`src/rtl/fpadd_pkg.sv`:
```
// Shared definitions for the floating-point adder.
// Assumes: rounding codes are fixed by the top-level port encoding.
package fpadd_pkg;

    // Rounding direction codes as seen on the rnd_mode port.
    typedef enum logic [1:0] {
        RND_NEAREST = 2'd0,
        RND_UP      = 2'd1,
        RND_DOWN    = 2'd2,
        RND_TRUNC   = 2'd3
    } rnd_mode_e;

    // Decide whether the kept significand must be incremented by one unit.
    function automatic logic need_increment(rnd_mode_e mode, logic sign,
                                            logic lsb, logic guard, logic rest);
        logic inexact;
        inexact = guard | rest;
        case (mode)
            RND_NEAREST: need_increment = guard & (rest | lsb);
            RND_UP:      need_increment = inexact & ~sign;
            RND_DOWN:    need_increment = inexact & sign;
            default:     need_increment = 1'b0;
        endcase
    endfunction

    // True when an overflowing result becomes infinity rather than the largest finite value.
    function automatic logic overflow_to_inf(rnd_mode_e mode, logic sign);
        case (mode)
            RND_NEAREST: overflow_to_inf = 1'b1;
            RND_UP:      overflow_to_inf = ~sign;
            RND_DOWN:    overflow_to_inf = sign;
            default:     overflow_to_inf = 1'b0;
        endcase
    endfunction

endpackage

```
`src/rtl/fpadd_field_split.sv`:
```
// Splits one packed operand into sign, exponent and significand.
// The hidden 1 is restored here. An operand with a zero exponent field is
// treated as zero: its significand is forced to zero and the fraction is ignored.
module fpadd_field_split #(
    parameter  int EXP_W  = 8,
    parameter  int FRAC_W = 23,
    localparam int WORD_W = 1 + EXP_W + FRAC_W,
    localparam int SIG_W  = FRAC_W + 1
) (
    input  logic [WORD_W-1:0] word,
    output logic              sign,
    output logic [EXP_W-1:0]  exp_f,
    output logic [SIG_W-1:0]  sig,
    output logic              is_zero
);

    // Field extraction and hidden-bit restoration.
    always_comb begin
        sign    = word[WORD_W-1];
        exp_f   = word[WORD_W-2 -: EXP_W];
        is_zero = (exp_f == '0);
        sig     = is_zero ? '0 : {1'b1, word[FRAC_W-1:0]};
    end

endmodule

```
`src/rtl/fpadd_align.sv`:
```
// Orders the two operands by magnitude and aligns the smaller significand.
// Output significands are extended by guard, round and sticky bits. The
// sticky bit collects every bit shifted past the round position.
// Assumes: a zero operand arrives with a zero exponent and a zero significand.
module fpadd_align #(
    parameter  int EXP_W  = 8,
    parameter  int FRAC_W = 23,
    localparam int SIG_W  = FRAC_W + 1,
    localparam int EXT_W  = SIG_W + 3
) (
    input  logic              sign_a,
    input  logic [EXP_W-1:0]  exp_a,
    input  logic [SIG_W-1:0]  sig_a,
    input  logic              sign_b,
    input  logic [EXP_W-1:0]  exp_b,
    input  logic [SIG_W-1:0]  sig_b,
    output logic              res_sign,
    output logic              eff_sub,
    output logic [EXP_W-1:0]  big_exp,
    output logic [EXT_W-1:0]  big_ext,
    output logic [EXT_W-1:0]  small_ext
);

    localparam int KEEP_W = SIG_W + 2;          // significand plus guard and round
    localparam int SPAN_W = SIG_W + KEEP_W;     // room for every shifted-out bit

    logic              a_big;
    logic [EXP_W-1:0]  small_exp;
    logic [EXP_W-1:0]  diff;
    logic [SIG_W-1:0]  big_sig;
    logic [SIG_W-1:0]  small_sig;
    logic [SPAN_W-1:0] spread;
    logic [KEEP_W-1:0] kept;
    logic              sticky;

    // Magnitude ordering: exponent first, then significand.
    always_comb begin
        a_big     = {exp_a, sig_a} >= {exp_b, sig_b};
        big_exp   = a_big ? exp_a : exp_b;
        small_exp = a_big ? exp_b : exp_a;
        big_sig   = a_big ? sig_a : sig_b;
        small_sig = a_big ? sig_b : sig_a;
        res_sign  = a_big ? sign_a : sign_b;
        eff_sub   = sign_a ^ sign_b;
        diff      = big_exp - small_exp;
    end

    // Right shift of the smaller significand with sticky collapse.
    always_comb begin
        spread = {small_sig, {KEEP_W{1'b0}}} >> diff;
        if (diff >= EXP_W'(KEEP_W)) begin
            kept   = '0;
            sticky = |small_sig;
        end else begin
            kept   = spread[SPAN_W-1 -: KEEP_W];
            sticky = |spread[SIG_W-1:0];
        end
        small_ext = {kept, sticky};
        big_ext   = {big_sig, 3'b000};
    end

endmodule

```
`src/rtl/fpadd_addnorm.sv`:
```
// Adds or subtracts the aligned significands and normalises the result so
// that its top bit is the leading 1. A carry-out shifts right by one and folds
// the lost bit into sticky. Cancellation shifts left by the leading-zero count.
// Assumes: big_ext has magnitude >= small_ext, so subtraction never goes negative.
module fpadd_addnorm #(
    parameter  int EXP_W  = 8,
    parameter  int FRAC_W = 23,
    localparam int SIG_W  = FRAC_W + 1,
    localparam int EXT_W  = SIG_W + 3,
    localparam int EXPS_W = EXP_W + 2,
    localparam int LZ_W   = $clog2(EXT_W + 1)
) (
    input  logic                     eff_sub,
    input  logic [EXP_W-1:0]         big_exp,
    input  logic [EXT_W-1:0]         big_ext,
    input  logic [EXT_W-1:0]         small_ext,
    output logic [EXT_W-1:0]         norm_ext,
    output logic signed [EXPS_W-1:0] norm_exp,
    output logic                     is_zero
);

    logic [EXT_W:0]  raw;
    logic [LZ_W-1:0] lz;
    logic            seen;

    // Significand add or subtract with one carry bit.
    always_comb begin
        if (eff_sub) raw = {1'b0, big_ext} - {1'b0, small_ext};
        else         raw = {1'b0, big_ext} + {1'b0, small_ext};
        is_zero = (raw == '0);
    end

    // Leading-zero count below the carry position.
    always_comb begin
        lz   = '0;
        seen = 1'b0;
        for (int i = EXT_W - 1; i >= 0; i--) begin
            if (!seen) begin
                if (raw[i]) seen = 1'b1;
                else        lz   = lz + LZ_W'(1);
            end
        end
    end

    // Normalising shift and exponent adjustment.
    always_comb begin
        if (raw[EXT_W]) begin
            norm_ext = {raw[EXT_W:2], |raw[1:0]};
            norm_exp = EXPS_W'({2'b00, big_exp}) + EXPS_W'(1);
        end else begin
            norm_ext = raw[EXT_W-1:0] << lz;
            norm_exp = EXPS_W'({2'b00, big_exp}) - EXPS_W'(lz);
        end
    end

endmodule

```
`src/rtl/fpadd_round.sv`:
```
// Rounds the normalised significand in the selected direction and repacks.
// Overflow saturates to infinity or to the largest finite value. Underflow
// flushes to a signed zero. An exact zero takes its sign from the mode.
// Assumes: norm_ext has its leading 1 in the top bit unless is_zero is set.
module fpadd_round
    import fpadd_pkg::*;
#(
    parameter  int EXP_W  = 8,
    parameter  int FRAC_W = 23,
    localparam int SIG_W  = FRAC_W + 1,
    localparam int EXT_W  = SIG_W + 3,
    localparam int EXPS_W = EXP_W + 2,
    localparam int WORD_W = 1 + EXP_W + FRAC_W
) (
    input  rnd_mode_e                mode,
    input  logic                     res_sign,
    input  logic                     is_zero,
    input  logic [EXT_W-1:0]         norm_ext,
    input  logic signed [EXPS_W-1:0] norm_exp,
    output logic [WORD_W-1:0]        word,
    output logic                     ovf,
    output logic                     unf
);

    localparam logic signed [EXPS_W-1:0] EXP_TOP = EXPS_W'(2 ** EXP_W - 1);
    localparam logic [EXP_W-1:0]         EXP_MAXF = EXP_W'(2 ** EXP_W - 2);

    logic                     inc;
    logic [SIG_W:0]           mant;
    logic signed [EXPS_W-1:0] exp_r;

    // Increment decision and carry into the exponent.
    always_comb begin
        inc   = need_increment(mode, res_sign, norm_ext[3], norm_ext[2], |norm_ext[1:0]);
        mant  = {1'b0, norm_ext[EXT_W-1:3]} + (SIG_W + 1)'(inc);
        exp_r = norm_exp + $signed({{(EXPS_W - 1){1'b0}}, mant[SIG_W]});
    end

    // Range handling and repacking.
    always_comb begin
        ovf = 1'b0;
        unf = 1'b0;
        if (is_zero) begin
            word = {(mode == RND_DOWN), {(WORD_W - 1){1'b0}}};
        end else if (exp_r >= EXP_TOP) begin
            ovf = 1'b1;
            if (overflow_to_inf(mode, res_sign))
                word = {res_sign, {EXP_W{1'b1}}, {FRAC_W{1'b0}}};
            else
                word = {res_sign, EXP_MAXF, {FRAC_W{1'b1}}};
        end else if (exp_r <= 0) begin
            unf  = 1'b1;
            word = {res_sign, {(WORD_W - 1){1'b0}}};
        end else begin
            word = {res_sign, exp_r[EXP_W-1:0], mant[FRAC_W-1:0]};
        end
    end

endmodule

```
`src/rtl/fp32_adder.sv`:
```
// Floating-point adder top level: field split, align, add and normalise,
// round, then one output register stage. The result is registered one cycle
// after in_valid. Output value and flags hold while no new operation arrives.
// Assumes: operands are normal or zero (exponent field 0); all-ones exponents are not supplied.
module fp32_adder
    import fpadd_pkg::*;
#(
    parameter  int EXP_W  = 8,
    parameter  int FRAC_W = 23,
    localparam int WORD_W = 1 + EXP_W + FRAC_W,
    localparam int SIG_W  = FRAC_W + 1,
    localparam int EXT_W  = SIG_W + 3,
    localparam int EXPS_W = EXP_W + 2,
    localparam int N_OPS  = 2
) (
    input  logic              clk,
    input  logic              rst_n,
    input  logic              in_valid,
    input  logic [WORD_W-1:0] op_a,
    input  logic [WORD_W-1:0] op_b,
    input  logic [1:0]        rnd_mode,
    output logic              out_valid,
    output logic [WORD_W-1:0] sum,
    output logic              ovf_flag,
    output logic              unf_flag
);

    logic [N_OPS-1:0][WORD_W-1:0] ops;
    logic [N_OPS-1:0]             op_sign;
    logic [N_OPS-1:0][EXP_W-1:0]  op_exp;
    logic [N_OPS-1:0][SIG_W-1:0]  op_sig;
    logic [N_OPS-1:0]             op_zero;

    logic                     res_sign;
    logic                     eff_sub;
    logic [EXP_W-1:0]         big_exp;
    logic [EXT_W-1:0]         big_ext;
    logic [EXT_W-1:0]         small_ext;
    logic [EXT_W-1:0]         norm_ext;
    logic signed [EXPS_W-1:0] norm_exp;
    logic                     sum_zero;
    logic [WORD_W-1:0]        rnd_word;
    logic                     rnd_ovf;
    logic                     rnd_unf;

    assign ops = {op_b, op_a};

    // One field splitter per operand.
    for (genvar i = 0; i < N_OPS; i++) begin : g_split
        fpadd_field_split #(.EXP_W(EXP_W), .FRAC_W(FRAC_W)) u_split (
            .word    (ops[i]),
            .sign    (op_sign[i]),
            .exp_f   (op_exp[i]),
            .sig     (op_sig[i]),
            .is_zero (op_zero[i])
        );
    end

    fpadd_align #(.EXP_W(EXP_W), .FRAC_W(FRAC_W)) u_align (
        .sign_a    (op_sign[0]),
        .exp_a     (op_exp[0]),
        .sig_a     (op_sig[0]),
        .sign_b    (op_sign[1]),
        .exp_b     (op_exp[1]),
        .sig_b     (op_sig[1]),
        .res_sign  (res_sign),
        .eff_sub   (eff_sub),
        .big_exp   (big_exp),
        .big_ext   (big_ext),
        .small_ext (small_ext)
    );

    fpadd_addnorm #(.EXP_W(EXP_W), .FRAC_W(FRAC_W)) u_addnorm (
        .eff_sub   (eff_sub),
        .big_exp   (big_exp),
        .big_ext   (big_ext),
        .small_ext (small_ext),
        .norm_ext  (norm_ext),
        .norm_exp  (norm_exp),
        .is_zero   (sum_zero)
    );

    fpadd_round #(.EXP_W(EXP_W), .FRAC_W(FRAC_W)) u_round (
        .mode      (rnd_mode_e'(rnd_mode)),
        .res_sign  (res_sign),
        .is_zero   (sum_zero),
        .norm_ext  (norm_ext),
        .norm_exp  (norm_exp),
        .word      (rnd_word),
        .ovf       (rnd_ovf),
        .unf       (rnd_unf)
    );

    // Output register stage: strobe every cycle, data only on a new operation.
    always_ff @(posedge clk) begin
        if (!rst_n) begin
            out_valid <= 1'b0;
            sum       <= '0;
            ovf_flag  <= 1'b0;
            unf_flag  <= 1'b0;
        end else begin
            out_valid <= in_valid;
            if (in_valid) begin
                sum      <= rnd_word;
                ovf_flag <= rnd_ovf;
                unf_flag <= rnd_unf;
            end
        end
    end


    strobe_follow_chk: assert property (@(posedge clk) disable iff (!rst_n)
        $past(rst_n) |-> (out_valid == $past(in_valid)));


    hold_idle_chk: assert property (@(posedge clk) disable iff (!rst_n)
        ($past(rst_n) && !$past(in_valid)) |-> ($stable(sum) && $stable(ovf_flag) && $stable(unf_flag)));


    flags_exclusive_chk: assert property (@(posedge clk) disable iff (!rst_n)
        !(ovf_flag && unf_flag));


    ovf_encoding_chk: assert property (@(posedge clk) disable iff (!rst_n)
        (out_valid && ovf_flag) |->
            (sum[WORD_W-2:0] == {{EXP_W{1'b1}}, {FRAC_W{1'b0}}} ||
             sum[WORD_W-2:0] == {EXP_W'(2 ** EXP_W - 2), {FRAC_W{1'b1}}}));


    unf_encoding_chk: assert property (@(posedge clk) disable iff (!rst_n)
        (out_valid && unf_flag) |-> (sum[WORD_W-2:0] == '0));


    no_subnormal_out_chk: assert property (@(posedge clk) disable iff (!rst_n)
        out_valid |-> (sum[WORD_W-2 -: EXP_W] != '0 || sum[FRAC_W-1:0] == '0));

endmodule

```
`config.mk`:
```
export PLATFORM = sky130hd
export DESIGN_NAME = fp32_adder
export DESIGN_NICKNAME = d
export VERILOG_FILES = /design/src/rtl/fpadd_pkg.sv /design/src/rtl/fpadd_field_split.sv /design/src/rtl/fpadd_align.sv /design/src/rtl/fpadd_addnorm.sv /design/src/rtl/fpadd_round.sv /design/src/rtl/fp32_adder.sv
export SDC_FILE = /design/constraint.sdc
export NUM_CORES = 1
export LEC_CHECK = 0
export ABC_AREA = 0
export ABC_CLOCK_PERIOD_IN_PS = 28300
export CELL_PAD_IN_SITES_DETAIL_PLACEMENT = 0
export CELL_PAD_IN_SITES_GLOBAL_PLACEMENT = 2
export CORE_MARGIN = 2
export CORE_UTILIZATION = 38
export CTS_BUF_LIST = sky130_fd_sc_hd__clkbuf_2 sky130_fd_sc_hd__clkbuf_4 sky130_fd_sc_hd__clkbuf_8
export DETAILED_ROUTE_END_ITERATION = 12
export DONT_BUFFER_PORTS = 1
export PLACE_DENSITY = 0.91
export SLEW_MARGIN = 20
export SYNTH_ARGS = -nofsm -noshare
export SYNTH_HDL_FRONTEND = slang
export SYNTH_SLANG_ARGS = --single-unit
export TNS_END_PERCENT = 5
```
`constraint.sdc`:
```
create_clock -name clk -period 28.3 [get_ports clk]
set_input_delay 1.415 -clock clk [delete_from_list [all_inputs] [get_ports clk]]
set_output_delay 1.415 -clock clk [all_outputs]
set_load 0.01 [all_outputs]
```
# == Word level (Yosys, flattened, before mapping) ==
# Index checks and enable logic that the tools add are counted.
# word_totals
register_bits,35
latch_bits,0
mem_bits_rw,0
rom_bits,0
input_bits,69
output_inout_bits,35
word_cells,189
n_memories,0
# op_classes
addsub,33
multipliers,0
div,0
n_lt_le_gt_ge,4
n_eq_ne,2
shifts,2
muxes,129
bitwise,7
n_reduce_logical,8
# ops
cell,n
$mux W5,52
$add A5 B1 Y5 const B,25
$mux W24,5
$mux W31,2
$mux W1,61
$shr A50 B8 Y50,1
$reduce_or A24 Y1,2
$ge A32 B32 Y1,1
$mux W32,1
$add A27 B27 Y28,1
$logic_not A28 Y1,1
$mux W28,1
$sub A27 B27 Y28,1
$mux W27,1
$shl A27 B5 Y27,1
$mux W26,1
$add A24 B1 Y25,1
$logic_not A8 Y1,2
$mux W8,2
$add A10 B2 Y10,1
$ge A10 B9 Y1 const B,1
$le A10 B1 Y1 const B,1
$mux W10,1
$add A8 B1 Y9 const B,1
other kinds (13),18

# == Depth between registers and ports, before layout ==
# depth
word_depth,103
ltp_mapped,141
depth_no_buf,128

# == Hierarchy ==
# A second synthesis with hierarchy kept.
# hier_totals
hier_cells,2092
hier_area_um2,15123.3
# by_module_without_submodules
module,n_inst,cells_per_inst,area_per_inst_um2,seq_area_each_um2
fpadd_addnorm,1,1142,7848.8,0.0
fpadd_align,1,590,4000.1,0.0
fp32_adder,1,111,1342.5,700.7
fpadd_round,1,169,1238.7,0.0
fpadd_field_split,2,40,346.6,0.0

# == Worst setup path before layout ==
# OpenSTA, ideal clock, no wires.
# synth_timing
path_type,in2reg
start,in op_a[29]
end,reg sum[15]
setup_time_ps,69
t_arrival_ps,25907
required_time_ps,28231
slack_ps,2324
path_stages,130
n_path_buf,17
path_cell_list,nor4_1 > and2_1 > buf_2 > inv_2 > clkbuf_1 > clkbuf_1 > buf_2 > clkbuf_1 > and2_1 > ha_1 > a2111o_1 > a32o_1 > o21a_1 > buf_6 > nor2_4 > buf_4 > buf_2 > nor2_1 > [... 94 more ...] > ha_1 > ha_1 > nand2_1 > a2111oi_2 > and4b_1 > nand4_1 > nor2_1 > ha_1 > and3b_1 > nand3_1 > nor3_1 > xor2_1 > a41o_1 > and2_1 > nor3b_1 > clkbuf_1 > o21ai_0 > o21ai_1
# synth_via
elab_chain_cells,101
elab_cells_between_ends,174
cone_classes,33 x add/sub; 4 x order compare; 2 x shift; 123 x mux; 6 x bitwise; 6 x reduce/logical
# synth_lines
element,line_no,text
start: declaration,fp32_adder.sv:19,"input logic [WORD_W-1:0] op_a,"
$logic_not A8 Y1,fpadd_field_split.sv:21,is_zero = (exp_f == '0);
$mux W24,fpadd_field_split.sv:22,"sig = is_zero ? '0 : {1'b1, word[FRAC_W-1:0]};"
$ge A32 B32 Y1,fpadd_align.sv:38,"a_big = {exp_a, sig_a} >= {exp_b, sig_b};"
"$mux W8, on equally long branches","fpadd_align.sv:39, fpadd_align.sv:40",
$sub A8 B8 Y8,fpadd_align.sv:45,diff = big_exp - small_exp;
$shr A50 B8 Y50,fpadd_align.sv:50,"spread = {small_sig, {KEEP_W{1'b0}}} >> diff;"
$reduce_or A24 Y1,fpadd_align.sv:56,sticky = |spread[SIG_W-1:0];
$mux W1,fpadd_align.sv:51,if (diff >= EXP_W'(KEEP_W)) begin
[... 85 more ...],n/a,
"$and A1 B1 Y1, on equally long branches","fpadd_pkg.sv:21, fpadd_pkg.sv:19, fpadd_pkg.sv:20",
$pmux W1 S3,fpadd_pkg.sv:18,case (mode)
$add A24 B1 Y25,fpadd_round.sv:35,"mant = {1'b0, norm_ext[EXT_W-1:3]} + (SIG_W + 1)'(inc);"
$add A10 B2 Y10,fpadd_round.sv:36,"exp_r = norm_exp + $signed({{(EXPS_W - 1){1'b0}}, mant[SIG_W]});"
$le A10 B1 Y1,fpadd_round.sv:51,end else if (exp_r <= 0) begin
$mux W31,fpadd_round.sv:51,
$mux W31,fpadd_round.sv:45,end else if (exp_r >= EXP_TOP) begin
$mux W32 *,fpadd_round.sv:43,if (is_zero) begin
end signal: assignment,fp32_adder.sv:104,sum <= rnd_word;
end: declaration,fp32_adder.sv:23,"output logic [WORD_W-1:0] sum,"
# Every way passes the cells marked *; elsewhere a longest branch is shown, timed or not. The select of a mux whose other input is x is not followed.
# A chain may end at the register's enable or synchronous reset.

# == Final worst setup path ==
# layout_timing
start,in op_a[29]
end,reg sum[23]
# The elaborated chain is that of the path after synthesis.

==> metrics.md <==
| Metric | Value |
|---|---|
| Status | finished clean |
| Dpl ws | about 0.37 ns |
| Total power | 0.001004 W |
| Multi-input logic area | about 0.015 sq mm |
| # rows | 77 |
| Vias/cell | 6.461 |
| Initial DRT Pass Iterations | 6 |
| Yosys reg bits | 35 |
| Critical path's slowest cell | o41a_2 |
| Worst Hold Class | reg2reg |
| VDD IR-drop max | around 0.000034 V |
| Share of layout cells above drive strength 1 | 9.340% |
| Vias in the first global route | 18,560 |
| Via count | 19,870 |
| Routed length per instance | 22.60 microns |
| CTS Buf Count | 5 |
| Clock sinks | 35 |
| Core area | 0.04412 sq mm |
| Clk_lat worst skew | 0.29 ns |
| Fin area | 0.01773 sq mm |
| Least-Margin Pin Slew | 1.070 ns |
| Die H | 215.0 microns |
| Antenna cells | 0 |
| Cts hold-fix bufs | 0 |
| Final GP Congestion | 1.004 |
| Slew Limit Fails | 0 |
| Post-synth net total | 2,760 |
| Post-route ant nets | 0 |
| Clock Skews | 0 ns |
| Top-Level Pins | 104 |
| Final-report hold violation count | 0 |
| Worst Setup End Kind | register |
| Area Overhead vs Synth | 4.768% |
| FILL cells | around 4,900 |
| Max_cap viols | 0 |
| CTS tree | built |
| Most frequent cells in the layout | nand2_1, nor2_1, a21oi_1 |
| Die W | 215.0 microns |
| Syn avg cell area | 6.586 sq um |
| Max incr delay on CP | 0.58 ns |
| Asr flop ratio synth | 0% |
| Wire length on met1 | 30.74 mm |
| Crit path kind | in2reg |
| Critical path startpoint category | input pin |
| Pwr per Cell Area | 56.63 mW/mm^2 |
| Synth Cell Area | 0.01692 sq mm |
| Initial antenna violation count | 0 |
| Initial Util | a little under two fifths |
| Final min period | between 20 and 30 ns |
| Sequential cell area | 700.7 sq um |
| First-pass GRT wire length | 108.2 mm |
| Final Setup Violations | 0 |
| Post-Synthesis Cells | 2,570 |
| Leakage | 7.015 nW |
| IO Port Bufs | 0 |
| Commonest non-fill, non-tap cell in the layout | nand2_1 |
| Area after DPL | roughly 0.017 sq mm |
| Crit path DAT | around 27 ns |
| Final std cells w/o fill | between 3,000 and 4,000 |
| DR top layer | met4 |
| Largest net degree at the start of global routing | 53 |
| Clock Pin Slew Worst Setup and Hold Paths | 0.07 ns |
| Sequential area share after synthesis | approximately 4.1% |
| Crit Path Max Fanout | 38 |
| Detailed Place HPWL | 56.45 mm |
| H-tree Lvls | 2 |
| Post-placement cell count | approximately 3,000 |
| Residual DRC | 0 |
| Yosys cell types | 126 |
| Crit-path most repeated cell | ha_1 |
| Root Driver | clkbuf_8 |
| Worst setup margin | 1.640 ns |
| Clk buf depth | 2 |
| WP data required | about 28 ns |
| Most used DFF post-synth | dfxtp_1 |
| Nets | 2,675 |
| Final Cycle Share | 94.21% |
| Grt ovf | 0 |
| EDFF count, synth | 0 |
| Global Route Usage Sum | roughly 29% |
| DIE AREA | 0.04624 sq mm |
| Initial DRC count | between 1,500 and 2,000 |
| Routed wire length | between 60 and 70 mm |
| Yosys Warn Count | 0 |
| Slew headroom | between 20% and 30% |
| Met2 routed WL | ~32 mm |
| DR WL met3 | 4.432 mm |
| Max frequency | 37.51 MHz |
-- worst max-delay path: cells and delay by family --
kind | cells | cell delay (ns)
AND/OR/NAND/NOR | 45 | 7.21
XOR/XNOR | 2 | 0.41
AO/OA/AOI/OAI | 46 | 10.62
multiplexers | 6 | 1.36
buffers and inverters | 4 | 0.63
adder cells (fa/ha/maj) | 19 | 5.19
-- state kept, by name, summed over array words and instances, names as in the netlist --
name	cells
ovf_flag	1
unf_flag	1
out_valid	1
sum	32
-- area by class of cell --
type                    count  area share (%)
well taps                 592           4.177
repair buffers             61           2.604
inverters                 119           2.533
clock buffers               6          0.4304
flip-flops and latches     35           3.951
multi-input cells        2263           86.30
-- through the flow --
stage | setup TNS (ns) | utilization (%) | hold WS, ns
3_3_place_gp | 0 | 39.63 | 0.5210
5_1_grt | -0.2746 | 40.19 | 0.5565
4_1_cts | 0 | 39.81 | 0.5315
2_1_floorplan | 0 | - | 0.5010
6_report | 0 | 40.19 | 0.5309
3_5_place_dp | 0 | 39.63 | 0.5212
-- cells in the mapped netlist, types with 39 or more instances --
cell | instances | share of area [%]
nor2b_1 | 39 | 1.4
inv_1 | 115 | 2.6
nand2_1 | 280 | 6.2
nor2_1 | 258 | 5.7
nand3_1 | 103 | 3.0
xnor2_1 | 67 | 3.5
mux2i_1 | 90 | 5.3
ha_1 | 119 | 8.8
nor3_1 | 88 | 2.6
and2_1 | 62 | 2.3
o21ai_0 | 156 | 4.6
clkbuf_1 | 104 | 2.3
nand4_1 | 51 | 1.9
mux2_2 | 49 | 3.3
a21oi_1 | 197 | 5.8
-- final timing paths --
check	slack, ns	cells after the start	endpoint	start
max	1.64	122	sum[23]$_SDFFE_PN0P_	op_a[29]
min reg2reg	0.53	2	sum[8]$_SDFFE_PN0P_	sum[8]$_SDFFE_PN0P_
min	0.53	2	sum[8]$_SDFFE_PN0P_	sum[8]$_SDFFE_PN0P_
max reg2reg	27.35	3	sum[13]$_SDFFE_PN0P_	sum[13]$_SDFFE_PN0P_
-- routing by layer --
layer,vias to the layer above,global-route usage (%)
met5,-,0
met3,108,3.128
met4,0,8.299
met2,850,48.08
met1,9502,39.09
li1,9413,-
-- report_power, final --
part / internal, W / switching (W) / total (W)
combinational: 0.000310 / 0.000587 / 0.000897
sequential: 0.0000600 / 0.0000131 / 0.0000731
clock: 0.0000173 / 0.0000167 / 0.0000341
-- what timing repair did --
item                                    in CTS  in global routing
gates resized for setup                      0                 29
buffers inserted                             0                  4
endpoints found under the setup margin       0                 33
-- cells by family (layout without fill, tap and decap cells) --
logic type / Yosys count / after routing / share of synthesized area (%)
AO/OA/AOI/OAI: 807 / 807 / 32.16
buffers and inverters: 272 / 186 / 6.587
adder cells (fa/ha/maj): 123 / 123 / 9.152
AND/OR/NAND/NOR: 1082 / 1082 / 32.21
flip-flops: 35 / 35 / 4.140
XOR/XNOR: 104 / 104 / 6.151
multiplexers: 147 / 147 / 9.603
(Power assumes the default switching activity.)
